===== src/rtl/cmdq_pkg.sv =====
`timescale 1ns/1ps
// Package shared by the command slot queue.
// Holds the per-group life-cycle encoding used by the group trackers.
package cmdq_pkg;
    // Group life cycle: empty, collecting descriptors, launched and executing
    typedef enum logic [1:0] {
        GRP_IDLE = 2'd0,
        GRP_OPEN = 2'd1,
        GRP_RUN  = 2'd2
    } grp_state_e;
endpackage


===== src/rtl/cmdq_slot_ring.sv =====
`timescale 1ns/1ps
// Circular slot store for buffered descriptors.
// Assumes the caller never pushes when full and never pops when empty.
// The head entry stays visible until it is popped.
module cmdq_slot_ring #(
    parameter int DEPTH = 20,
    parameter int W     = 33,
    parameter int CNT_W = $clog2(DEPTH + 1)
) (
    input  logic             clk,
    input  logic             rst_n,
    input  logic             push,
    input  logic [W-1:0]     push_data,
    input  logic             pop,
    output logic [W-1:0]     head_data,
    output logic [CNT_W-1:0] count
);
    localparam int PTR_W = (DEPTH > 1) ? $clog2(DEPTH) : 1;

    logic [W-1:0]     mem [DEPTH];
    logic [PTR_W-1:0] wr_ptr, rd_ptr;

    function automatic logic [PTR_W-1:0] bump(input logic [PTR_W-1:0] p);
        return (p == PTR_W'(DEPTH - 1)) ? '0 : p + 1'b1;
    endfunction

    // Storage write; contents need no reset
    always_ff @(posedge clk) begin
        if (push) mem[wr_ptr] <= push_data;
    end

    // Pointer and occupancy update
    always_ff @(posedge clk) begin
        if (!rst_n) begin
            wr_ptr <= '0;
            rd_ptr <= '0;
            count  <= '0;
        end else begin
            if (push) wr_ptr <= bump(wr_ptr);
            if (pop)  rd_ptr <= bump(rd_ptr);
            count <= count + CNT_W'(push) - CNT_W'(pop);
        end
    end

    assign head_data = mem[rd_ptr];

    assert_no_overflow_R1: assert property (@(posedge clk) disable iff (!rst_n)
        push |-> (count < CNT_W'(DEPTH)));
    assert_no_underflow_R4: assert property (@(posedge clk) disable iff (!rst_n)
        pop |-> (count != '0));
endmodule


===== src/rtl/cmdq_grp_track.sv =====
`timescale 1ns/1ps
// Tracks one group: the number of outstanding operations, launch state,
// the armed interrupt request and the interrupt level.
// Assumes no add arrives while the group is running and no sub before launch.
module cmdq_grp_track #(
    parameter int CNT_W = 5
) (
    input  logic clk,
    input  logic rst_n,
    input  logic add,
    input  logic close,
    input  logic want_irq,
    input  logic sub,
    input  logic clr,
    output logic busy,
    output logic irq_o
);
    import cmdq_pkg::*;

    grp_state_e       state;
    logic [CNT_W-1:0] pend;
    logic             armed;
    logic             finish;

    // Last outstanding operation of a launched group retires this cycle
    assign finish = (state == GRP_RUN) && sub && (pend == CNT_W'(1));

    // Outstanding count and life-cycle state
    always_ff @(posedge clk) begin
        if (!rst_n) begin
            state <= GRP_IDLE;
            pend  <= '0;
            armed <= 1'b0;
        end else begin
            pend <= pend + CNT_W'(add) - CNT_W'(sub);
            case (state)
                GRP_IDLE, GRP_OPEN: if (add) begin
                    state <= close ? GRP_RUN : GRP_OPEN;
                    if (close) armed <= want_irq;
                end
                GRP_RUN: if (finish) state <= GRP_IDLE;
                default: state <= GRP_IDLE;
            endcase
        end
    end

    // Interrupt level: completion sets it and wins over a clear
    always_ff @(posedge clk) begin
        if (!rst_n)              irq_o <= 1'b0;
        else if (finish && armed) irq_o <= 1'b1;
        else if (clr)            irq_o <= 1'b0;
    end

    assign busy = (state == GRP_RUN);

    assert_busy_has_work_R6: assert property (@(posedge clk) disable iff (!rst_n)
        busy |-> (pend != '0));
    assert_irq_on_done_R5: assert property (@(posedge clk) disable iff (!rst_n)
        $rose(irq_o) |-> (!busy && $past(sub)));
endmodule


===== src/rtl/cmdq_slot_queue.sv =====
`timescale 1ns/1ps
// Command slot queue: buffers copy descriptors in slots and releases a group
// to the engine once it is launched. Raises a per-group interrupt when that
// group has fully completed. One descriptor is in flight at a time.
// Slots drain strictly in write order across groups.
module cmdq_slot_queue #(
    parameter  int SLOTS   = 20,
    parameter  int DATA_W  = 32,
    parameter  int NUM_GRP = 2,
    localparam int GRP_W   = (NUM_GRP > 1) ? $clog2(NUM_GRP) : 1,
    localparam int CNT_W   = $clog2(SLOTS + 1)
) (
    input  logic               clk,
    input  logic               rst_n,
    input  logic               wr_en,
    input  logic [DATA_W-1:0]  wr_data,
    input  logic               wr_irq,
    input  logic               wr_launch,
    input  logic [GRP_W-1:0]   wr_grp,
    input  logic [NUM_GRP-1:0] irq_clr,
    input  logic               eng_ready,
    input  logic               eng_done,
    output logic [CNT_W-1:0]   free_slots,
    output logic               err,
    output logic               eng_valid,
    output logic [DATA_W-1:0]  eng_data,
    output logic [NUM_GRP-1:0] irq
);
    localparam int ENT_W = GRP_W + DATA_W;

    logic [CNT_W-1:0]   used;
    logic [ENT_W-1:0]   head;
    logic [GRP_W-1:0]   head_grp;
    logic [NUM_GRP-1:0] grp_busy;
    logic               accept, in_flight, fire, retire;

    // Intake: needs a free slot and a group that is not executing
    assign free_slots = CNT_W'(SLOTS) - used;
    assign accept     = wr_en && (used != CNT_W'(SLOTS)) && !grp_busy[wr_grp];

    // Dispatch: head entry of a launched group, nothing in flight
    assign head_grp  = head[ENT_W-1 -: GRP_W];
    assign eng_data  = head[DATA_W-1:0];
    assign eng_valid = (used != '0) && !in_flight && grp_busy[head_grp];
    assign fire      = eng_valid && eng_ready;
    assign retire    = in_flight && eng_done;

    cmdq_slot_ring #(.DEPTH(SLOTS), .W(ENT_W), .CNT_W(CNT_W)) i_ring (
        .clk       (clk),
        .rst_n     (rst_n),
        .push      (accept),
        .push_data ({wr_grp, wr_data}),
        .pop       (retire),
        .head_data (head),
        .count     (used)
    );

    // One tracker per group
    for (genvar g = 0; g < NUM_GRP; g++) begin : g_grp
        cmdq_grp_track #(.CNT_W(CNT_W)) i_trk (
            .clk      (clk),
            .rst_n    (rst_n),
            .add      (accept && (wr_grp == GRP_W'(g))),
            .close    (wr_launch),
            .want_irq (wr_irq),
            .sub      (retire && (head_grp == GRP_W'(g))),
            .clr      (irq_clr[g]),
            .busy     (grp_busy[g]),
            .irq_o    (irq[g])
        );
    end

    // In-flight flag: set by handshake, cleared by done
    always_ff @(posedge clk) begin
        if (!rst_n)      in_flight <= 1'b0;
        else if (fire)   in_flight <= 1'b1;
        else if (retire) in_flight <= 1'b0;
    end

    // Sticky error on any refused write
    always_ff @(posedge clk) begin
        if (!rst_n)                 err <= 1'b0;
        else if (wr_en && !accept)  err <= 1'b1;
    end

    assert_hold_offer_R3: assert property (@(posedge clk) disable iff (!rst_n)
        (eng_valid && !eng_ready) |=> (eng_valid && $stable(eng_data)));
    assert_single_flight_R4: assert property (@(posedge clk) disable iff (!rst_n)
        fire |=> !eng_valid);
    assert_both_busy_refused_R6: assert property (@(posedge clk) disable iff (!rst_n)
        (wr_en && (&grp_busy)) |=> (free_slots >= $past(free_slots)));
    assert_err_sticky_R8: assert property (@(posedge clk) disable iff (!rst_n)
        err |=> err);
    assert_free_range_R1: assert property (@(posedge clk) disable iff (!rst_n)
        free_slots <= CNT_W'(SLOTS));
endmodule


===== config.mk =====
export PLATFORM = sky130hd
export DESIGN_NAME = cmdq_slot_queue
export DESIGN_NICKNAME = d
export VERILOG_FILES = /design/src/rtl/cmdq_pkg.sv /design/src/rtl/cmdq_slot_ring.sv /design/src/rtl/cmdq_grp_track.sv /design/src/rtl/cmdq_slot_queue.sv
export SDC_FILE = /design/constraint.sdc
export NUM_CORES = 1
export LEC_CHECK = 0
export ABC_CLOCK_PERIOD_IN_PS = 4900
export BUFFER_PORTS_ARGS = -buffer_cell sky130_fd_sc_hd__buf_2
export CORE_MARGIN = 1.5
export CORE_UTILIZATION = 55
export CTS_CLUSTER_SIZE = 25
export DETAILED_ROUTE_END_ITERATION = 16
export PLACE_DENSITY = 0.72
export SYNTH_ARGS = -nofsm -noshare
export SYNTH_HDL_FRONTEND = slang
export SYNTH_SLANG_ARGS = --single-unit

===== constraint.sdc =====
create_clock -name clk -period 4.9 [get_ports clk]
set_clock_uncertainty 0.2 [all_clocks]
set_input_delay 0.98 -clock clk [delete_from_list [all_inputs] [get_ports clk]]
set_output_delay 0.98 -clock clk [all_outputs]
set_load 0.05 [all_outputs]

==> results.sh, run 1 <==
export IMPL_postCtsSetupBuffers=0
export IMPL_worstPathArrival_ns=3.39
export IMPL_grt_pass1_wl_microns=82800
export IMPL_max_freq_mhz=219
export IMPL_synth_edf_count=660
export IMPL_die_area_sq_um=51400
export IMPL_drtIter0Drc=1329
export IMPL_crit_chain="buf_4 > mux4_1 > mux4_2 > mux2_2 > buf_2"
export IMPL_clockBufferDepth=3
export IMPL_setup_tns_ns=0
export IMPL_clk_latency_ns=0.59
export IMPL_core_area_sq_um=49200
export IMPL_yosysTopAreaCell="edfxtp_1"
export IMPL_rows=81
export IMPL_power_leakage_nw=9.93
export IMPL_n_fill_cell=3182
export IMPL_grt_pass1_vias=12979
export IMPL_status="finished, final reports clean"
export IMPL_synth_cells=1221
export IMPL_p_total_w=0.0127
export IMPL_wire_per_inst_microns=26.7
export IMPL_yosys_register_bits=700
export IMPL_critical_path_required_ns=3.72
export IMPL_synth_ff_type="edfxtp_1"
export IMPL_cts_repair_resized=0
export IMPL_syn_area_sq_um=27500
export IMPL_multi_input_area_sq_um=6600
export IMPL_cp_top_family="multiplexers"
export IMPL_yosysTopAreaCellShare=0.720
export IMPL_final_seq_area_sq_um=20600
export IMPL_root_buffer="clkbuf_16"
export IMPL_gp_congestion=0.732
export IMPL_clkTransAtPathRegs_ns=0.06
export IMPL_hold_viol_final=0
export IMPL_remaining_drc_errors=0
export IMPL_holdBufCountCts=0
export IMPL_start_kind="flop"
export IMPL_initial_core_util=0.560
export IMPL_nets=1437
export IMPL_fin_crit_sh=0.932
export IMPL_synthArstFlopShare=0
export IMPL_end_kind="primary output"
export IMPL_cap_viol_max_count=0
export IMPL_critical_path_class="reg2out"
export IMPL_rsz0062_at_grt="false"
export IMPL_p_per_area_nw_per_um2=405
export IMPL_areaGrowthSynthToFinish_pct=13.9
export IMPL_port_buffers=82
export IMPL_clkSinkCount=700
export IMPL_avgSynthCellArea_sq_um=22.5
export IMPL_totalWireLength_microns=55600
export IMPL_seq_area_frac_synth=0.749
export IMPL_tightestPinTransition_ns=0.767
export IMPL_ys_top_cells_by_area="edfxtp_1 (72%), mux4_2 (10%), mux4_1 (6.8%)"
export IMPL_max_slew_margin_rel=0.488
export IMPL_path_buf_inv=2
export IMPL_dp_slack_ns=0.910
export IMPL_slew_violations=0
export IMPL_irDropWorstVdd_mv=0.321
export IMPL_cpPeakStageDelay_ns=0.85
export IMPL_overflow=0
export IMPL_synth_warnings=0
export IMPL_crit_slowest_cell="dfxtp_4"
export IMPL_cts_tree="done"
export IMPL_dieHeight_microns=227
export IMPL_hold_class="reg2reg"
export IMPL_cts_max_level=3
export IMPL_die_w_microns=227
export IMPL_post_route_min_period_ns=4.57
export IMPL_ant_nets=0
export IMPL_setup_viol=0
export IMPL_dp_hpwl_microns=30300
export IMPL_num_io_pins=83
export IMPL_viasPerCell=6.01
export IMPL_vias=12517
export IMPL_grt_max_degree=95
export IMPL_ys_types=41
export IMPL_drive_gt1_frac=0.289
export IMPL_fin_cells=2083
export IMPL_syn_nets=1291
export IMPL_setup_slack_ns=0.332
export IMPL_drtPass1Iterations=7
export IMPL_cp_max_fo=36
export IMPL_dpl_cell_count=1960
export IMPL_cts_buffers=69
export IMPL_antenna_found_initial=3
export IMPL_grt_usage=0.226
cell usage after synthesis (all sizes together) (2+ instances only):
| cell | count |
|---|---|
| edfxtp | 660 |
| mux4 | 195 |
| dfxtp | 40 |
| buf | 37 |
| nor2 | 36 |
| mux2 | 32 |
| inv | 27 |
| ha | 25 |
| clkbuf | 22 |
| nand2 | 18 |
| a21oi | 17 |
| nor2b | 14 |
| and2 | 13 |
| xnor2 | 10 |
| mux2i | 8 |
| o21ai | 7 |
| nand3 | 6 |
| xor2 | 6 |
| nand2b | 5 |
| a21boi | 4 |
| and3 | 4 |
| nand3b | 4 |
| nor3b | 4 |
| or3 | 4 |
| a21o | 3 |
| fa | 3 |
| nand4 | 3 |
| nor3 | 3 |
| o21a | 2 |
| or3b | 2 |
state kept, by name, summed over array words and instances (netlist names), named ones only:
register	flops
i_ring.wr_ptr	5
i_ring.count	5
g_grp.i_trk.irq_o	2
g_grp.i_trk.armed	2
i_ring.mem	660
g_grp.i_trk.pend	10
i_ring.rd_ptr	5
g_grp.i_trk.state	4
err	1
in_flight	1
where the power goes:
part	switching, W	leakage, nW	internal, W
clock	0.00215	1.06	0.00302
sequential	0.0000474	6.28	0.00664
combinational	0.000548	2.58	0.000304
total	0.00274	9.93	0.00997
worst register-to-register path, stage by stage (launching register included):
cell and delay [ns]:
dfxtp_4 0.85, mux4_1 0.64, nand2_1 0.07, and3_1 0.40, nor2_1 0.09, ha_1 0.29
inv_1 0.04, ha_1 0.19, inv_1 0.08, fa_1 0.22, inv_1 0.05, a21oi_1 0.13
nor2_1 0.06, or3_1 0.33, and3_1 0.18
layout by cell type (no fill, tap or decap), types with 7 or more instances in the layout:
cell type / n
inv_1: 27
buf_12: 16
buf_2: 82
nor2b_1: 14
and2_1: 13
mux4_2: 124
mux2_2: 32
dfxtp_1: 35
a21oi_1: 17
buf_4: 36
xnor2_1: 10
clkbuf_16: 74
nor2_1: 16
edfxtp_1: 660
o21ai_0: 7
clkinv_2: 9
nor2_4: 20
mux2i_1: 8
clkinv_1: 13
nand2_1: 18
ha_1: 25
mux4_1: 71
clkbuf_1: 16
path summary, 6_finish.rpt:
path	slack (ns)	startpoint	endpoint	depth (start not counted)
worst min register to register	0.26	g_grp[1].i_trk.state[1]	g_grp[1].i_trk.state[0]	1
worst max-delay path	0.33	flop	eng_data[10]	5
worst max register to register	0.98	flop	g_grp[1].i_trk.pend[4]	14
worst min-delay path	0.26	g_grp[1].i_trk.state[1]	g_grp[1].i_trk.state[0]	1
final cells by class:
class,count,area share
clock buffer,91,0.0614
antenna,1,0.0000798
sequential,700,0.658
timing repair buffer,134,0.0319
tap,664,0.0265
multi-input combinational,435,0.210
inverter,27,0.00323
clock inverter,31,0.00874
layer usage:
layer | track usage | wire length [microns] | part of all wire
met1 | 0.313 | 23400 | 0.42
met2 | 0.371 | 27600 | 0.50
met3 | 0.0454 | 3410 | 0.061
met4 | 0.0624 | 1200 | 0.022
met5 | 0 | 23 | 0.00041
logic make-up (layout without fill, tap and decap cells):
family	after synthesis	count (layout)	synth area share
XOR/XNOR	16	16	0.00509
adder cells (fa/ha/maj)	28	28	0.0135
other	0	1	0
buffers and inverters	86	283	0.0167
AND/OR/NAND/NOR	118	118	0.0221
multiplexers	235	235	0.185
flip-flops	700	700	0.749
AO/OA/AOI/OAI	38	38	0.00841
stage by stage:
stage | hold slack [ns] | util | area (sq um)
2_1_floorplan | 0.228 | - | 27500
3_3_place_gp | 0.249 | 0.593 | 29200
3_5_place_dp | 0.250 | 0.593 | 29200
4_1_cts | 0.259 | 0.638 | 31400
5_1_grt | 0.285 | 0.638 | 31400
6_report | 0.256 | 0.638 | 31400
Power figures use the tool's default switching activity.
==> run 2: changes to the inputs <==
--- a/config.mk
+++ b/config.mk
@@ -5,13 +5,14 @@
 export SDC_FILE = /design/constraint.sdc
 export NUM_CORES = 1
 export LEC_CHECK = 0
+export ABC_AREA = 1
 export ABC_CLOCK_PERIOD_IN_PS = 4900
 export BUFFER_PORTS_ARGS = -buffer_cell sky130_fd_sc_hd__buf_2
 export CORE_MARGIN = 1.5
-export CORE_UTILIZATION = 55
+export CORE_UTILIZATION = 49
 export CTS_CLUSTER_SIZE = 25
 export DETAILED_ROUTE_END_ITERATION = 16
-export PLACE_DENSITY = 0.72
+export PLACE_DENSITY = 0.65
 export SYNTH_ARGS = -nofsm -noshare
 export SYNTH_HDL_FRONTEND = slang
 export SYNTH_SLANG_ARGS = --single-unit
==> run 2 against run 1 <==
Sequential cell count unchanged. Register-to-register slack better by 0.19 ns. Synthesized cell count up 72%. Non-clock buffer count down 3. Area after synthesis up 0.75%. Die area up 13%. Final cell count up 43%.
==> results.sh, run 2 <==
export IMPL_ff2ff_setup_slack_ns=1.17
export IMPL_viasPerCell=5.92
export IMPL_hold_class="reg2reg"
export IMPL_synth_xor_area_frac=0.00253
export IMPL_cts_tree="done"
export IMPL_critical_path_class="reg2out"
export IMPL_overflow=0
export IMPL_antenna_found_initial=3
export IMPL_cp_max_fo=104
export IMPL_synth_most_common_cell="edfxtp_1"
export IMPL_cts_max_level=3
export IMPL_core_area_sq_um=56200
export IMPL_cap_viol_max_count=0
export IMPL_root_buffer="clkbuf_16"
export IMPL_clockBufferDepth=3
export IMPL_areaGrowthSynthToFinish_pct=12.7
export IMPL_synth_warnings=0
export IMPL_seq_area_frac_synth=0.743
export IMPL_vias=17598
export IMPL_dieHeight_microns=241
export IMPL_tightestPinTransition_ns=1.01
export IMPL_worstPathArrival_ns=3.17
export IMPL_initial_core_util=0.494
export IMPL_holdBufCountCts=0
export IMPL_slew_violations=0
export IMPL_worst_r2r_endpoint="g_grp[1].i_trk.pend[4]"
export IMPL_syn_area_sq_um=27700
export IMPL_final_cell_mix="edfxtp_1 (660), nor2_1 (334), o21ai_0 (221), nand2_1 (142), o21ai_1 (88)"
export IMPL_regMostFlops="i_ring.mem"
export IMPL_power_leakage_nw=10.4
export IMPL_postCtsSetupBuffers=0
export IMPL_ys_top_cells_by_area="edfxtp_1 (71%), nor2_1 (4.8%), o21ai_0 (4.0%)"
export IMPL_largestRegisters="i_ring.mem (660), g_grp.i_trk.pend (10)"
export IMPL_hold_viol_final=0
export IMPL_rsz0062_at_grt="false"
export IMPL_totalWireLength_microns=67100
export IMPL_final_util=0.556
export IMPL_p_per_area_nw_per_um2=426
export IMPL_drtIter0Drc=1649
export IMPL_ys_types=36
export IMPL_die_area_sq_um=58000
export IMPL_yosysTopAreaCellShare=0.715
export IMPL_grt_max_degree=148
export IMPL_synth_simple_gate_area_share=0.0814
export IMPL_gp_congestion=0.782
export IMPL_avgSynthCellArea_sq_um=13.2
export IMPL_whs_path_depth=2
export IMPL_synthArstFlopShare=0
export IMPL_die_w_microns=241
export IMPL_synth_cells=2104
export IMPL_layout_commonest_cell="edfxtp_1"
export IMPL_port_buffers=82
export IMPL_yosys_area_share_adder=0.0134
export IMPL_end_kind="primary output"
export IMPL_yosys_register_bits=700
export IMPL_largest_register_ff_count=660
export IMPL_remaining_drc_errors=0
export IMPL_min_delay_start="g_grp[0].i_trk.armed"
export IMPL_worstRegToRegCells=17
export IMPL_status="finished, final reports clean"
export IMPL_crit_chain="inv_6 > buf_12 > o21ai_0 > o221ai_1 > nand3_1 > a31oi_1 > buf_2"
export IMPL_setup_viol=0
export IMPL_syn_nets=2174
export IMPL_max_slew_margin_rel=0.327
export IMPL_grt_pass1_wl_microns=101000
export IMPL_rows=87
export IMPL_synth_top_family_by_area="compound AO/OA/AOI/OAI gates"
export IMPL_crit_slowest_cell="inv_6"
export IMPL_critical_path_required_ns=3.72
export IMPL_start_kind="flop"
export IMPL_nets=2236
export IMPL_dp_hpwl_microns=35200
export IMPL_cpPeakStageDelay_ns=0.63
export IMPL_irDropWorstVdd_mv=0.304
export IMPL_wire_per_inst_microns=22.6
export IMPL_drtPass1Iterations=7
export IMPL_cts_repair_resized=0
export IMPL_grt_pass1_vias=17095
export IMPL_synth_edf_count=660
export IMPL_p_total_w=0.0133
export IMPL_synthMuxAreaShare=0
export IMPL_synth_ff_type="edfxtp_1"
export IMPL_fin_crit_sh=0.888
export IMPL_setup_tns_ns=0
export IMPL_drive_gt1_frac=0.116
export IMPL_post_route_min_period_ns=4.35
export IMPL_num_io_pins=83
export IMPL_clk_latency_ns=0.59
export IMPL_synth_compound_gate_area_share=0.126
export IMPL_synth_common_cells="edfxtp_1 (660), nor2_1 (353), o21ai_0 (221)"
export IMPL_clkTransAtPathRegs_ns=0.06
export IMPL_yosysTopAreaCell="edfxtp_1"
export IMPL_max_freq_mhz=230
export IMPL_clkSinkCount=700
export IMPL_cts_buffers=70
export IMPL_min_to="g_grp[0].i_trk.armed"
export IMPL_ant_nets=0
export IMPL_grt_usage=0.233
run 2: cell count changes after synthesis, sizes merged, moves of 64 or more:
cell	previous run	this run
o22ai	0	76
a21oi	17	81
o21ai	7	309
mux4	195	0
nor2	36	355
nand2	18	143
run 2: logic make-up (layout without fill, tap and decap cells):
family	after synthesis	count (layout)
AND/OR/NAND/NOR	570	570
other	0	2
XOR/XNOR	8	8
AO/OA/AOI/OAI	594	594
adder cells (fa/ha/maj)	28	28
flip-flops	700	700
buffers and inverters	204	317
run 2: cell type report:
class	instances	area, sq um
diodes	2	5.00
clock buffers	86	1830
clock inverters	37	343
fillers	4524	24900
inverters	63	249
multi-input cells	1200	6350
flip-flops and latches	700	20600
well taps	756	946
repair buffers	131	903
run 2: report_power, final:
part	switching (W)	leakage [nW]	internal (W)	total (W)
Sequential	0.0000565	6.28	0.00667	0.00673
Clock	0.00219	1.06	0.00297	0.00516
Combinational	0.00104	3.05	0.000385	0.00143
run 2: how the worst max path moves through the flow:
stage,slack [ns],start,end,cells after the start
6_report,0.55,flop,eng_data[29],7
2_1_floorplan,0.56,wr_grp,i_ring.mem[7][0],5
5_1_grt,0.34,flop,eng_data[17],9
4_1_cts,0.50,flop,eng_data[29],8
3_3_place_gp,0.95,wr_grp,g_grp[0].i_trk.pend[4],15
3_5_place_dp,0.91,wr_grp,g_grp[0].i_trk.pend[4],15
run 2: worst max-delay path, delay by kind of cell (launching register included):
kind                   cells  cell delay [ns]
buffers and inverters      3             1.30
AOI/OAI and AO/OA          3             0.76
DFF                        1             0.36
and+or+nand+nor            1             0.11
run 2: through the flow:
stage	hold slack [ns]	setup slack, ns	instances	area, sq um
CTS	0.249	0.501	2973	31300
floorplan	0.224	0.555	2104	27700
global placement	0.241	0.950	2850	29100
global route	0.290	0.337	2975	31300
detailed placement	0.241	0.909	2850	29100
finish	0.246	0.548	2975	31300
run 2: per-layer routing:
layer	track usage	vias up	part of all wire	wire length, microns
li1	-	7971	-	-
met1	0.317	8837	0.42	28000
met2	0.385	659	0.49	33000
met3	0.0300	131	0.061	4130
met4	0.0877	0	0.030	2030
met5	0	-	0	0
==> run 3: changes to the inputs <==
==> constraint.sdc (replaced) <==
create_clock -name clk -period 4.9 [get_ports clk]
set_clock_uncertainty 0.2 [all_clocks]
set_input_delay 0 -clock clk [delete_from_list [all_inputs] [get_ports clk]]
set_output_delay 0 -clock clk [all_outputs]
set_load 0.05 [all_outputs]
==> run 3 against run 2 <==
Final cell count increased by 1.2%. Sequential share of layout area decreased by 0.64 points. Sequential power about the same. Global-route usage increased by 0.36 points. Critical path type unchanged.
==> results.sh, run 3 (synthesized netlist as in run 2, its figures left out) <==
export IMPL_status="finished, final reports clean"
export IMPL_gp_congestion=0.783
export IMPL_whs_ns=0.0625
export IMPL_hold_viol_final=0
export IMPL_die_w_microns=241
export IMPL_cts_tree="done"
export IMPL_cts_repair_resized=0
export IMPL_clkSinkCount=700
export IMPL_nets=2275
export IMPL_initial_core_util=0.494
export IMPL_grt_pass1_wl_microns=103000
export IMPL_max_freq_mhz=224
export IMPL_end_kind="primary output"
export IMPL_clock_power_share=0.386
export IMPL_layout_commonest_cell="edfxtp_1"
export IMPL_postCtsSetupBuffers=0
export IMPL_wl_met2_microns=33600
export IMPL_ant_nets=0
export IMPL_clkTransAtPathRegs_ns=0.06
export IMPL_grt_usage=0.236
export IMPL_fin_crit_sh=0.913
export IMPL_ff2ff_setup_slack_ns=0.96
export IMPL_final_cell_mix="edfxtp_1 (660), nor2_1 (334), o21ai_0 (221), nand2_1 (142), o21ai_1 (88)"
export IMPL_power_leakage_nw=10.5
export IMPL_cts_max_level=3
export IMPL_switchingPower_w=0.00329
export IMPL_drt_met1_wl_microns=28200
export IMPL_critical_path_class="reg2out"
export IMPL_setup_slack_ns=0.427
export IMPL_cap_viol_max_count=0
export IMPL_largest_register_ff_count=660
export IMPL_post_route_min_period_ns=4.47
export IMPL_clk_latency_ns=0.60
export IMPL_final_util=0.562
export IMPL_rows=87
export IMPL_cp_max_fo=75
export IMPL_seq_power_share=0.506
export IMPL_num_antenna_cells=0
export IMPL_drive_gt1_frac=0.108
export IMPL_topRoutingLayerUsed="met4"
export IMPL_hold_class="in2reg"
export IMPL_overflow=0
export IMPL_num_io_pins=83
export IMPL_rsz0062_at_grt="false"
export IMPL_drtIter0Drc=1831
export IMPL_areaGrowthSynthToFinish_pct=13.8
export IMPL_critical_path_required_ns=4.70
export IMPL_dp_hpwl_microns=34800
export IMPL_vias=17686
export IMPL_worstPathArrival_ns=4.27
export IMPL_start_kind="flop"
export IMPL_largestRegisters="i_ring.mem (660), g_grp.i_trk.pend (10)"
export IMPL_regMostFlops="i_ring.mem"
export IMPL_p_total_w=0.0133
export IMPL_dieHeight_microns=241
export IMPL_setup_viol=0
export IMPL_remaining_drc_errors=0
export IMPL_wire_per_inst_microns=22.5
export IMPL_clockBufferDepth=3
export IMPL_antenna_found_initial=0
export IMPL_core_area_sq_um=56200
export IMPL_die_area_sq_um=58000
export IMPL_comb_power_share=0.108
export IMPL_grt_max_degree=186
export IMPL_p_per_area_nw_per_um2=422
export IMPL_irDropWorstVdd_mv=0.290
export IMPL_grt_pass1_vias=17458
export IMPL_dp_slack_ns=0.980
export IMPL_holdBufCountCts=52
export IMPL_tightestPinTransition_ns=1.09
export IMPL_totalWireLength_microns=67900
export IMPL_cts_buffers=68
export IMPL_root_buffer="clkbuf_16"
export IMPL_drtPass1Iterations=5
export IMPL_swShare=0.247
export IMPL_viasPerCell=5.87
export IMPL_internal_power_w=0.0100
export IMPL_met3_length_microns=4460
export IMPL_setup_tns_ns=0
export IMPL_port_buffers=82
export IMPL_slew_violations=0
export IMPL_max_slew_margin_rel=0.272
==> run 3: final timing paths <==
kind                                            from                endpoint  cells after the start
worst max register to register                  flop  g_grp[1].i_trk.pend[4]                     14
worst min register to register  g_grp[0].i_trk.armed    g_grp[0].i_trk.armed                      2
worst min-delay path                       eng_ready               in_flight                      4
worst max-delay path                            flop             eng_data[5]                      8
==> run 3: metrics by stage <==
stage                     cell area, sq um  cells
after CTS                            31600   3011
final                                31600   3011
after detailed placement             28900   2839
after floorplan                      27700   2104
after global placement               28900   2839
after global routing                 31600   3011
==> run 3: power by group through the flow <==
stage / sequential, W / clock [W] / combinational, W
after floorplan: 0.00685 / 0 / 0.00101
after global placement: 0.00687 / 0 / 0.00137
after detailed placement: 0.00687 / 0 / 0.00140
after CTS: 0.00675 / 0.00520 / 0.00144
after global routing: 0.00676 / 0.00542 / 0.00157
final: 0.00675 / 0.00514 / 0.00144
==> run 3: layout make-up <==
cell class | count | area [sq um]
Fill cell | 4573 | 24600
Clock buffer | 87 | 1840
Multi-Input combinational cell | 1200 | 6350
Tap cell | 756 | 946
Sequential cell | 700 | 20600
Inverter | 63 | 249
Timing Repair Buffer | 172 | 1240
Clock inverter | 33 | 312
==> run 3: worst max-delay path: stages, from the launching register on <==
cell and delay, ns:
dfxtp_4 0.78, buf_4 0.77, buf_4 0.73, nand2_1 0.11, a32o_1 0.28, a21oi_1 0.12, o21ai_1 0.10, a31oi_1 0.35
buf_2 0.34
==> run 3: metal layers <==
| metal | up-vias | GRT usage |
|---|---|---|
| met5 | - | 0 |
| met4 | 0 | 0.0786 |
| met3 | 118 | 0.0289 |
| met2 | 683 | 0.397 |
| met1 | 8837 | 0.321 |
| li1 | 8048 | - |
